## src/rtl/pp_dma_pkg.sv

```systemverilog
package pp_dma_pkg;
  localparam int REG_AW = 8;
  localparam int REG_DW = 16;

  localparam logic [REG_AW-1:0] A_CTRL  = 8'h00;
  localparam logic [REG_AW-1:0] A_FLAGS = 8'h02;
  localparam logic [REG_AW-1:0] A_START = 8'h04; // area i low word at A_START + 4*i
  localparam logic [REG_AW-1:0] A_LEN   = 8'h0C; // area i length at A_LEN + 2*i
  localparam logic [REG_AW-1:0] A_POSL  = 8'h10;
  localparam logic [REG_AW-1:0] A_POSH  = 8'h12;
  localparam logic [REG_AW-1:0] A_OFS   = 8'h14;
  localparam logic [REG_AW-1:0] A_FMT   = 8'h16;
  localparam logic [REG_AW-1:0] A_GSTAT = 8'h64;

  localparam logic [5:0] FMT_RESET = 6'h10;

  // bytes per sample frame from width and channel flags
  function automatic logic [2:0] frame_step(input logic wide, input logic dual);
    case ({wide, dual})
      2'b00:   frame_step = 3'd1;
      2'b11:   frame_step = 3'd4;
      default: frame_step = 3'd2;
    endcase
  endfunction
endpackage

```

## src/rtl/pp_regs.sv

```systemverilog
module pp_regs
  import pp_dma_pkg::*;
#(
  parameter int ADDR_W = 32,
  parameter int LEN_W  = 16
) (
  input  logic                clk,
  input  logic                rst,
  input  logic                we,
  input  logic [REG_AW-1:0]   addr,
  input  logic [REG_DW-1:0]   wdata,
  output logic [REG_DW-1:0]   rdata,
  output logic                run,
  output logic                fmt_wide,
  output logic                fmt_dual,
  output logic [ADDR_W-1:0]   start_a,
  output logic [ADDR_W-1:0]   start_b,
  output logic [LEN_W-1:0]    len_a,
  output logic [LEN_W-1:0]    len_b,
  input  logic [1:0]          done,
  input  logic [ADDR_W-1:0]   pos,
  input  logic [LEN_W-1:0]    ofs,
  output logic                irq
);
  localparam int NAREA = 2;

  logic [5:0] ctrl_q;
  logic [4:0] flag_q;
  logic [5:0] fmt_q;
  logic [ADDR_W-1:0] start_w [NAREA];
  logic [LEN_W-1:0]  len_w   [NAREA];
  logic [4:0] ack;
  logic [REG_DW-1:0] rd_mux;
  logic unused_bits;

  assign unused_bits = ^wdata[15:6];

  // one start/length register set per area
  for (genvar i = 0; i < NAREA; i++) begin : g_area
    localparam logic [REG_AW-1:0] LO_ADR  = A_START + REG_AW'(4 * i);
    localparam logic [REG_AW-1:0] HI_ADR  = A_START + REG_AW'(4 * i + 2);
    localparam logic [REG_AW-1:0] LEN_ADR = A_LEN + REG_AW'(2 * i);
    logic [ADDR_W-1:0] s_q;
    logic [LEN_W-1:0]  l_q;
    always_ff @(posedge clk) begin
      if (rst) begin
        s_q <= '0;
        l_q <= '0;
      end else if (we) begin
        if (addr == LO_ADR)  s_q[15:0] <= wdata;
        if (addr == HI_ADR)  s_q[ADDR_W-1:16] <= wdata[ADDR_W-17:0];
        if (addr == LEN_ADR) l_q <= wdata[LEN_W-1:0];
      end
    end
    assign start_w[i] = s_q;
    assign len_w[i]   = l_q;
  end

  assign ack = (we && addr == A_FLAGS) ? wdata[4:0] : 5'b0;

  always_ff @(posedge clk) begin
    if (rst) begin
      ctrl_q <= '0;
      flag_q <= '0;
      fmt_q  <= FMT_RESET;
    end else begin
      if (we && addr == A_CTRL) ctrl_q <= wdata[5:0];
      if (we && addr == A_FMT)  fmt_q  <= wdata[5:0];
      // hardware set wins over a same-cycle acknowledge
      flag_q <= (flag_q & ~ack) | {2'b00, done, 1'b0};
    end
  end

  always_comb begin
    case (addr)
      A_CTRL:  rd_mux = {10'b0, ctrl_q};
      A_FLAGS: rd_mux = {11'b0, flag_q};
      A_POSL:  rd_mux = pos[15:0];
      A_POSH:  rd_mux = REG_DW'(pos >> 16);
      A_OFS:   rd_mux = REG_DW'(ofs);
      A_FMT:   rd_mux = {10'b0, fmt_q};
      A_GSTAT: rd_mux = {15'b0, irq};
      default: begin
        rd_mux = '0;
        for (int i = 0; i < NAREA; i++) begin
          if (addr == A_START + REG_AW'(4 * i))     rd_mux = start_w[i][15:0];
          if (addr == A_START + REG_AW'(4 * i + 2)) rd_mux = REG_DW'(start_w[i] >> 16);
          if (addr == A_LEN + REG_AW'(2 * i))       rd_mux = REG_DW'(len_w[i]);
        end
      end
    endcase
  end

  always_ff @(posedge clk) begin
    if (rst) rdata <= '0;
    else     rdata <= rd_mux;
  end

  assign run      = ctrl_q[0];
  assign fmt_wide = fmt_q[4];
  assign fmt_dual = fmt_q[5];
  assign start_a  = start_w[0];
  assign start_b  = start_w[1];
  assign len_a    = len_w[0];
  assign len_b    = len_w[1];
  assign irq      = flag_q[1] | flag_q[2];
endmodule

```

## src/rtl/pp_seq.sv

```systemverilog
module pp_seq
  import pp_dma_pkg::*;
#(
  parameter int ADDR_W = 32,
  parameter int LEN_W  = 16
) (
  input  logic              clk,
  input  logic              rst,
  input  logic              run,
  input  logic              fmt_wide,
  input  logic              fmt_dual,
  input  logic [ADDR_W-1:0] start_a,
  input  logic [ADDR_W-1:0] start_b,
  input  logic [LEN_W-1:0]  len_a,
  input  logic [LEN_W-1:0]  len_b,
  input  logic              gnt,
  output logic              req,
  output logic [ADDR_W-1:0] pos,
  output logic [LEN_W-1:0]  ofs,
  output logic [1:0]        done
);
  logic              area_q;   // 0: first area, 1: second area
  logic              loaded_q; // a start address has been taken since reset
  logic [LEN_W-1:0]  cur_len;
  logic [ADDR_W-1:0] next_start;
  logic [2:0]        step;
  logic [LEN_W:0]    ofs_nxt;
  logic              active;
  logic              at_end;

  assign step       = frame_step(fmt_wide, fmt_dual);
  assign cur_len    = area_q ? len_b : len_a;
  assign next_start = area_q ? start_a : start_b;
  assign ofs_nxt    = {1'b0, ofs} + (LEN_W + 1)'(step);
  assign active     = run && loaded_q;
  assign req        = active && (cur_len != '0);
  assign at_end     = active && ((cur_len == '0) || (gnt && ofs_nxt >= {1'b0, cur_len}));
  assign done       = at_end ? (area_q ? 2'b10 : 2'b01) : 2'b00;

  always_ff @(posedge clk) begin
    if (rst) begin
      area_q   <= 1'b0;
      loaded_q <= 1'b0;
      pos      <= '0;
      ofs      <= '0;
    end else if (run && !loaded_q) begin
      loaded_q <= 1'b1;
      area_q   <= 1'b0;
      pos      <= start_a;
      ofs      <= '0;
    end else if (at_end) begin
      area_q <= ~area_q;
      pos    <= next_start;
      ofs    <= '0;
    end else if (req && gnt) begin
      pos <= pos + ADDR_W'(step);
      ofs <= ofs_nxt[LEN_W-1:0];
    end
  end
endmodule

```

## src/rtl/pingpong_play_dma.sv

```systemverilog
module pingpong_play_dma
  import pp_dma_pkg::*;
#(
  parameter int ADDR_W = 32,
  parameter int LEN_W  = 16
) (
  input  logic              clk,
  input  logic              rst,
  input  logic              reg_we,
  input  logic [REG_AW-1:0] reg_addr,
  input  logic [REG_DW-1:0] reg_wdata,
  output logic [REG_DW-1:0] reg_rdata,
  output logic              mem_req,
  output logic [ADDR_W-1:0] mem_addr,
  input  logic              mem_gnt,
  output logic              irq
);
  logic              run_w;
  logic              wide_w;
  logic              dual_w;
  logic [ADDR_W-1:0] sa_w;
  logic [ADDR_W-1:0] sb_w;
  logic [LEN_W-1:0]  la_w;
  logic [LEN_W-1:0]  lb_w;
  logic [LEN_W-1:0]  ofs_w;
  logic [1:0]        done_w;

  pp_regs #(.ADDR_W(ADDR_W), .LEN_W(LEN_W)) u_regs (
    .clk(clk), .rst(rst), .we(reg_we), .addr(reg_addr), .wdata(reg_wdata),
    .rdata(reg_rdata), .run(run_w), .fmt_wide(wide_w), .fmt_dual(dual_w),
    .start_a(sa_w), .start_b(sb_w), .len_a(la_w), .len_b(lb_w),
    .done(done_w), .pos(mem_addr), .ofs(ofs_w), .irq(irq)
  );

  pp_seq #(.ADDR_W(ADDR_W), .LEN_W(LEN_W)) u_seq (
    .clk(clk), .rst(rst), .run(run_w), .fmt_wide(wide_w), .fmt_dual(dual_w),
    .start_a(sa_w), .start_b(sb_w), .len_a(la_w), .len_b(lb_w),
    .gnt(mem_gnt), .req(mem_req), .pos(mem_addr), .ofs(ofs_w), .done(done_w)
  );
endmodule

```

## config.mk

```make
export PLATFORM = sky130hd
export DESIGN_NAME = pingpong_play_dma
export DESIGN_NICKNAME = d
export VERILOG_FILES = /design/src/rtl/pp_dma_pkg.sv /design/src/rtl/pp_regs.sv /design/src/rtl/pp_seq.sv /design/src/rtl/pingpong_play_dma.sv
export SDC_FILE = /design/constraint.sdc
export NUM_CORES = 1
export LEC_CHECK = 0
export ABC_AREA = 0
export CORE_ASPECT_RATIO = 1.4
export CORE_MARGIN = 2
export CORE_UTILIZATION = 45
export CTS_CLUSTER_SIZE = 40
export DETAILED_ROUTE_END_ITERATION = 12
export DONT_BUFFER_PORTS = 1
export PLACE_DENSITY = 0.62
export SETUP_SLACK_MARGIN = 0.15
export SLEW_MARGIN = 20
export SYNTH_ARGS = -nofsm -noshare
export SYNTH_HDL_FRONTEND = slang
export SYNTH_HIERARCHICAL = 1
export SYNTH_SLANG_ARGS = --single-unit
```

## constraint.sdc

```tcl
create_clock -name clk -period 7.6 [get_ports clk]
set_input_delay 0.76 -clock clk [delete_from_list [all_inputs] [get_ports clk]]
set_output_delay 0.76 -clock clk [all_outputs]
set_load 0.02 [all_outputs]
```

## Yosys cells after proc, flatten, opt, wreduce, memory -nomap -nowiden

Index checks and enable logic that the tools add are counted.

- Input port bits: 28
- Logic and storage cells: 75
- Output and inout port bits: 50
- Register bits after elaboration: 179

- Magnitude comparators: 1
- Reductions and logical operators: 24
- Add/subtract/negate cells: 2
- Eq/ne operators: 13
- Muxes and demuxes: 16
- Bitwise operators: 5

Operator list:

| cell | count |
|---|---|
| $mux W32 | 4 |
| $mux W16 | 7 |
| $pmux W16 S7 | 1 |
| $add A32 B3 Y32 | 1 |
| $eq A8 B4 Y1 const B | 4 |
| $eq A8 B5 Y1 const B | 4 |
| $add A16 B3 Y17 | 1 |
| $ge A17 B16 Y1 | 1 |
| $eq A8 B3 Y1 const B | 2 |
| $logic_not A16 Y1 | 1 |
| $reduce_bool A16 Y1 | 1 |
| $reduce_and A2 Y1 | 6 |
| $logic_and A1 B1 Y1 | 9 |
| $eq A8 B2 Y1 const B | 1 |
| $eq A8 B7 Y1 const B | 1 |
| $logic_not A8 Y1 | 1 |
| $pmux W3 S2 | 1 |
| $and A5 B5 Y5 | 1 |
| $mux W5 | 1 |
| $not A5 Y5 | 1 |
| $or A5 B3 Y5 | 1 |
| $mux W2 | 2 |
| $reduce_bool A3 Y1 | 1 |
| $reduce_or A3 Y1 | 1 |
| other kinds (7) | 7 |

## Depth between registers and ports, before layout

- Word-level depth: 9
- Gate-level depth with buffers: 20
- Mapped depth without buffers: 18

## By module

The synthesis kept the hierarchy.

By module, submodules not included:

| module | instances | cells each | area each (um^2) | seq. area each (um^2) |
|---|---|---|---|---|
| pp_regs | 1 | 700 | 5916.9 | 2582.5 |
| pp_seq | 1 | 536 | 4246.6 | 1001.0 |

## Worst setup path before layout

OpenSTA, ideal clock, no wires.

- Kind: register to register
- Start: reg u_regs.fmt_q[4]
- End: reg u_seq.pos[23]
- Stages on the path, launching flop included: 19
- Required time: 7.468 ns
- Arrival: 3.740 ns
- Path buffers: 2
- Path slack: 3.728 ns
- Period minus slack after synthesis: 3.872 ns
- Library setup time: 0.132 ns
- Cells stage by stage: dfxtp_1 -> inv_1 -> ha_1 -> ha_1 -> maj3_1 -> a22oi_1 -> or2_2 -> clkbuf_1 -> nor2_1 -> xor2_1 -> ha_1 -> nand4_1 -> nor4_1 -> a211oi_1 -> o211ai_2 -> nor2_1 -> buf_2 -> a222oi_1 -> a21oi_1

- Cells in the longest elaborated chain, start to end: 9
- Elaborated cells on any way between the ends: 13
- Those cells by class: 2 x add/sub; 1 x order compare; 1 x eq/ne; 4 x mux; 5 x reduce/logical

RTL lines:

| item | RTL line | text |
|---|---|---|
| start, declared | pp_regs.sv:29 | `logic [5:0] fmt_q;` |
| start signal, assigned | pp_regs.sv:68 | `if (we && addr == A_FMT) fmt_q <= wdata[5:0];` |
| $eq A2 B2 Y1 / $logic_not A2 Y1 (equally long branches) | pp_dma_pkg.sv:19 | `case ({wide, dual})` |
| $pmux W3 S2 * | pp_dma_pkg.sv:19 |  |
| $add A16 B3 Y17 * | pp_seq.sv:34 | `assign ofs_nxt = {1'b0, ofs} + (LEN_W + 1)'(step);` |
| via u_seq.ofs_nxt[9] | pp_seq.sv:27 | `logic [LEN_W:0] ofs_nxt;` |
| $ge A17 B16 Y1 * | pp_seq.sv:37 | `assign at_end = active && ((cur_len == '0) \|\| (gnt && ofs_nxt >= {1'b0, cur_len}));` |
| $logic_and A1 B1 Y1 * | pp_seq.sv:37 |  |
| $logic_or A1 B1 Y1 * | pp_seq.sv:37 |  |
| $logic_and A1 B1 Y1 * | pp_seq.sv:37 |  |
| $mux W32 | pp_seq.sv:51 | `end else if (at_end) begin` |
| $mux W32 | pp_seq.sv:46 | `end else if (run && !loaded_q) begin` |
| end signal, assigned | pp_seq.sv:49 | `pos <= start_a;` |
| end signal, assigned | pp_seq.sv:53 | `pos <= next_start;` |
| end signal, assigned | pp_seq.sv:56 | `pos <= pos + ADDR_W'(step);` |
| end, declared | pp_seq.sv:18 | `output logic [ADDR_W-1:0] pos,` |

Mark *: on every way through the listed nets, which the timed path passes. The rest lies on a longest branch. The select of a mux whose other input is x is not followed.
A chain may end at the register's enable or synchronous reset.

## Final worst setup path

- Start: reg u_regs.fmt_q[5]
- End: reg u_seq.ofs[2]

- Cells in the longest elaborated chain, start to end: 8
- Elaborated cells on any way between the ends: 9
- Those cells by class: 1 x add/sub; 1 x order compare; 1 x eq/ne; 1 x mux; 5 x reduce/logical

RTL lines:

| item | RTL line | text |
|---|---|---|
| $eq A2 B2 Y1 / $logic_not A2 Y1 (equally long branches) | pp_dma_pkg.sv:19 |  |
| $pmux W3 S2 * | pp_dma_pkg.sv:19 |  |
| $add A16 B3 Y17 * | pp_seq.sv:34 |  |
| via u_seq.ofs_nxt[14] | pp_seq.sv:27 |  |
| $ge A17 B16 Y1 * | pp_seq.sv:37 |  |
| $logic_and A1 B1 Y1 * | pp_seq.sv:37 |  |
| $logic_or A1 B1 Y1 * | pp_seq.sv:37 |  |
| $logic_and A1 B1 Y1 * | pp_seq.sv:37 |  |
| $reduce_or A3 Y1 (no line) * | - |  |
| end signal, assigned | pp_seq.sv:57 | `ofs <= ofs_nxt[LEN_W-1:0];` |
| end, declared | pp_seq.sv:19 | `output logic [LEN_W-1:0] ofs,` |

Mark *: on every way through the listed nets, which the timed path passes. The rest lies on a longest branch.

==> summary.md <==
During synthesis, Yosys emitted a total of 6 warnings. The largest single stage delay on the critical path is 800 ps. The clock tree synthesis step divided the H-tree into 4 levels. The floorplan step set the die width to 131.0 microns. STA classifies the critical path startpoint as a flop.

The tools report the standard cell core area as 22,370 sq um. At the worst endpoint, the required time is 7920 ps. The synthesized netlist net count is 1,287, and the clock net sink count is 179. The mapped netlist covers 10,160 sq um.

The kind of critical path was flop to flop. Share of async-settable or async-resettable flops after synthesis: 0. The endpoint identified for the worst register-to-register timing path is u_seq/ofs[2]$_SDFFE_PP0P_. Using the TritonRoute via totals, the vias-per-cell ratio works out to 6.476.

Hold is met by 372.4 ps. The layout net count was 1,229. Most instantiated library cell after synthesis: sky130_fd_sc_hd__nand2_1.

The buffer levels on the longest clock path was 2. The first detailed-routing pass took 9 iterations. The largest total area in the synthesized netlist belongs to sky130_fd_sc_hd__dfxtp_1. After detailed routing, the number of remaining DRC violations is 0. The layout cell share with drive strength beyond 1 was 0.07305. In the final routed layout, each cell accounts on average for 23.84 microns. The reg2reg setup slack was 2670 ps; the global-route wire length before repair was 54,190 microns. Based on the critical path, the design can be clocked at up to 202.6 MHz. For the maximum vdd drop, the log shows 155.8 uV. Walking the worst path, the cells encountered are inv_1 > ha_1 > xor2_1 > ha_1 > a21o_1 > a22o_1 > and3_1 > nor4b_1 > xor2_1 > ha_1 > a21oi_1 > nor2b_1 > a311oi_2 > o21a_2 > o2bb2ai_2 > or3_1 > nor3_1. For the final routed database, the setup TNS stands at 0 ps. The logs give 0 for the count of final setup violators and 0.3526 for the register area share after synthesis.

The max-slew violation count was 0; the total congestion overflow was 0. The portion of synthesized cell area occupied by the leading cell type came out at 0.3526. The post-CTS resize count came out at 0.

The portion of the clock cycle consumed by the worst path in the final layout came out at 0.6493. The logs give 0 for the number of antenna violations at the first check in global routing and 0.2682 for the worst relative slew slack. The global-route usage over all layers was 0.2995.

The cell with the most instances on the worst path is sky130_fd_sc_hd__ha_1. For the hold buffer count at CTS, the log shows 0. Measured in cells, the most critical reg-to-reg path has a length of 17.

The flow ran to the end, and the final reports show no timing, DRC or antenna violations. The worst hold path begins at rst. The tool flagged a number of max-cap violations equal to 0. Via count of the first global-routing pass: 8,880. For this run, the leading register cell type out of synthesis is sky130_fd_sc_hd__dfxtp_1. Relative to the synthesized area, the layout overhead comes to 6.919%. TritonCTS built the clock tree.

The post-synthesis area per instance works out to 8.223 sq um. Yosys mapped the design onto 66 distinct sky130hd cell types. In the post-synthesis netlist, the biggest area contributors are sky130_fd_sc_hd__dfxtp_1 (35%), sky130_fd_sc_hd__mux2i_1 (9.4%), sky130_fd_sc_hd__nand2_1 (7.2%). The tools report the worst hold endpoint as u_regs/fmt_q[3]$_SDFFE_PP0P_. Fill cells in the final layout number 2,191. Input and output buffers added on the ports amount to 0. The path class of the tightest hold or removal check is input port to flop.

Counting instances in the post-synthesis netlist gives the leading cell types as sky130_fd_sc_hd__nand2_1 (195), sky130_fd_sc_hd__dfxtp_1 (179), sky130_fd_sc_hd__a21oi_1 (115). The hold-critical path depth was 1; the post-CTS setup repair buffer count was 0. At the end of routability-driven placement, the weighted congestion stood at 0.9645. The actual transition at the worst max-transition pin was 1094 ps; the number of enable flip-flop cells after synthesis was 0. Counting every instance in the synthesized netlist gives 1,236. Clock skew on the completed layout was measured at 9.103 ps.

In this run the worst path has a maximum fanout of 22. Slowest stage cell on the critical path: sky130_fd_sc_hd__o2bb2ai_2. Pin placement for this block handled 78 I/O pins. The tools report the static leakage as 3.826 nW. TritonCTS created 17 clock buffers. The count of nets left with antenna violations once routing finished came out at 0. Site row count: 65. The shortest clock period the worst path allows after layout works out to 4935 ps. The routed wire length is 35,560 microns. The tools report the reg-to-reg startpoint as u_regs/fmt_q[5]$_SDFFE_PP0P_. The detailed-placement wirelength estimate came out at 25,280 microns. The data arrival time of the worst path was 5250 ps. The worst setup path is captured at a flop.

The power per cell area was 175.4 nW/um^2; the DRC marker count from the first detailed-route iteration was 1,170. The vertical extent of the die is 181.8 microns, and the clock latency at the later pin of the worst-skew pair is 450 ps. Maximum number of pins on one net before global-route repair: 171.

The flip-flop and latch count after synthesis was 179; the count of vias placed by the detailed router was 9,662. The logs give 0 for the number of hold-slack violations in the final timing report and 0 for the diode insertion count for antenna repair. After clock tree synthesis, the clock-pin slew on the worst setup and hold paths is 70 ps. Setup repair after global routing left no endpoint under its margin. The initial core utilization is 0.4544. The cell chosen for the clock root was sky130_fd_sc_hd__clkbuf_16. The die covers 23,820 sq um.
==> layout by cell type, fill, tap and decap left out, drive strengths merged, types with 10 or more instances in the layout <==
cell type	Yosys	layout
nand2	196	196
dfxtp	179	179
nor2	116	116
a21oi	115	115
mux2i	95	95
xnor2	30	30
nor3	30	30
o22ai	27	27
a22oi	23	23
xor2	23	23
ha	23	23
o21ai	23	23
nand4	22	22
nor2b	22	22
a211oi	21	21
nand3	19	19
nor4	19	19
clkbuf	48	18
mux2	17	17
o32ai	16	16
inv	10	16
o2111ai	15	15
a222oi	15	15
buf	39	10
==> flip-flops by register name (all words and copies together), names as in the netlist <==
| signal | cells |
|---|---|
| u_regs/start_a | 32 |
| u_regs/rdata | 16 |
| u_regs/start_b | 32 |
| u_seq/area_q | 1 |
| u_regs/flag_q | 5 |
| u_regs/len_a | 16 |
| u_regs/fmt_q | 6 |
| u_regs/ctrl_q | 6 |
| u_seq/loaded_q | 1 |
| u_regs/len_b | 16 |
| u_seq/pos | 32 |
| u_seq/ofs | 16 |
==> cell families (layout without fill, tap and decap cells) <==
group | after synthesis | after routing | synth area share
buffers and inverters | 97 | 52 | 0.04161
multiplexers | 112 | 112 | 0.1124
flip-flops | 179 | 179 | 0.3526
AO/OA/AOI/OAI | 301 | 301 | 0.1987
XOR/XNOR | 53 | 53 | 0.04567
adder cells (fa/ha/maj) | 25 | 25 | 0.03028
AND/OR/NAND/NOR | 469 | 469 | 0.2188
==> through the flow <==
| step | total power, mW | worst slack [ps] | cells | utilization | cell area, sq um |
|---|---|---|---|---|---|
| 4_1_cts | 1.914 | 2704 | 1492 | 0.4858 | 10870 |
| 3_3_place_gp | 1.001 | 2901 | 1459 | 0.4582 | 10250 |
| 6_report | 1.906 | 2665 | 1492 | 0.4859 | 10870 |
| 2_1_floorplan | 1.018 | 3728 | 1236 | - | 10160 |
| 5_1_grt | 1.950 | 2228 | 1492 | 0.4859 | 10870 |
| 3_5_place_dp | 1.001 | 2746 | 1460 | 0.4586 | 10260 |
==> worst max-delay path, delay by kind of cell, from the launching register on <==
family	cells	cell delay, ps
simple gates	5	1560
buf+inv	1	60
xor+xnor	2	310
compound gates	6	1540
flops	1	410
fa+ha+maj	3	900
==> where the power goes <==
| part | switching, mW | total (mW) | internal, mW |
|---|---|---|---|
| Sequential | 0.00232 | 0.941 | 0.939 |
| Combinational | 0.0232 | 0.0396 | 0.0164 |
| Clock | 0.422 | 0.926 | 0.504 |
| Total | 0.447 | 1.91 | 1.46 |
==> per-layer routing <==
metal / part of all wire / up-vias / wire length (microns) / track usage
li1: - / 4395 / - / -
met4: 0.038 / 0 / 1337 / 0.1157
met3: 0.090 / 110 / 3204 / 0.06718
met5: 0 / - / 0 / 0
met1: 0.41 / 4620 / 14410 / 0.3938
met2: 0.47 / 537 / 16610 / 0.4742
==> cell type report <==
type / instances / area (sq um) / area share
flip-flops and latches: 179 / 3585 / 0.3299
inverters: 10 / 37.54 / 0.003454
repair buffers: 10 / 75.07 / 0.006908
multi-input cells: 960 / 6185 / 0.5691
clock buffers: 18 / 439.2 / 0.04041
clock inverters: 14 / 168.9 / 0.01554
well taps: 301 / 376.6 / 0.03466
==> how the worst max path moves through the flow <==
stage                                  from                    endpoint  cells after the start
6_report       u_regs/fmt_q[5]$_SDFFE_PP0P_   u_seq/ofs[2]$_SDFFE_PP0P_                     17
5_1_grt        u_regs/fmt_q[5]$_SDFFE_PP0P_   u_seq/ofs[2]$_SDFFE_PP0P_                     17
3_3_place_gp   u_regs/fmt_q[5]$_SDFFE_PP0P_   u_seq/ofs[2]$_SDFFE_PP0P_                     17
2_1_floorplan  u_regs/fmt_q[4]$_SDFFE_PP1P_  u_seq/pos[23]$_SDFFE_PP0P_                     18
4_1_cts        u_regs/fmt_q[5]$_SDFFE_PP0P_   u_seq/ofs[2]$_SDFFE_PP0P_                     17
3_5_place_dp   u_regs/fmt_q[5]$_SDFFE_PP0P_   u_seq/ofs[2]$_SDFFE_PP0P_                     17
No activity file was read; power rests on OpenSTA's default activity.
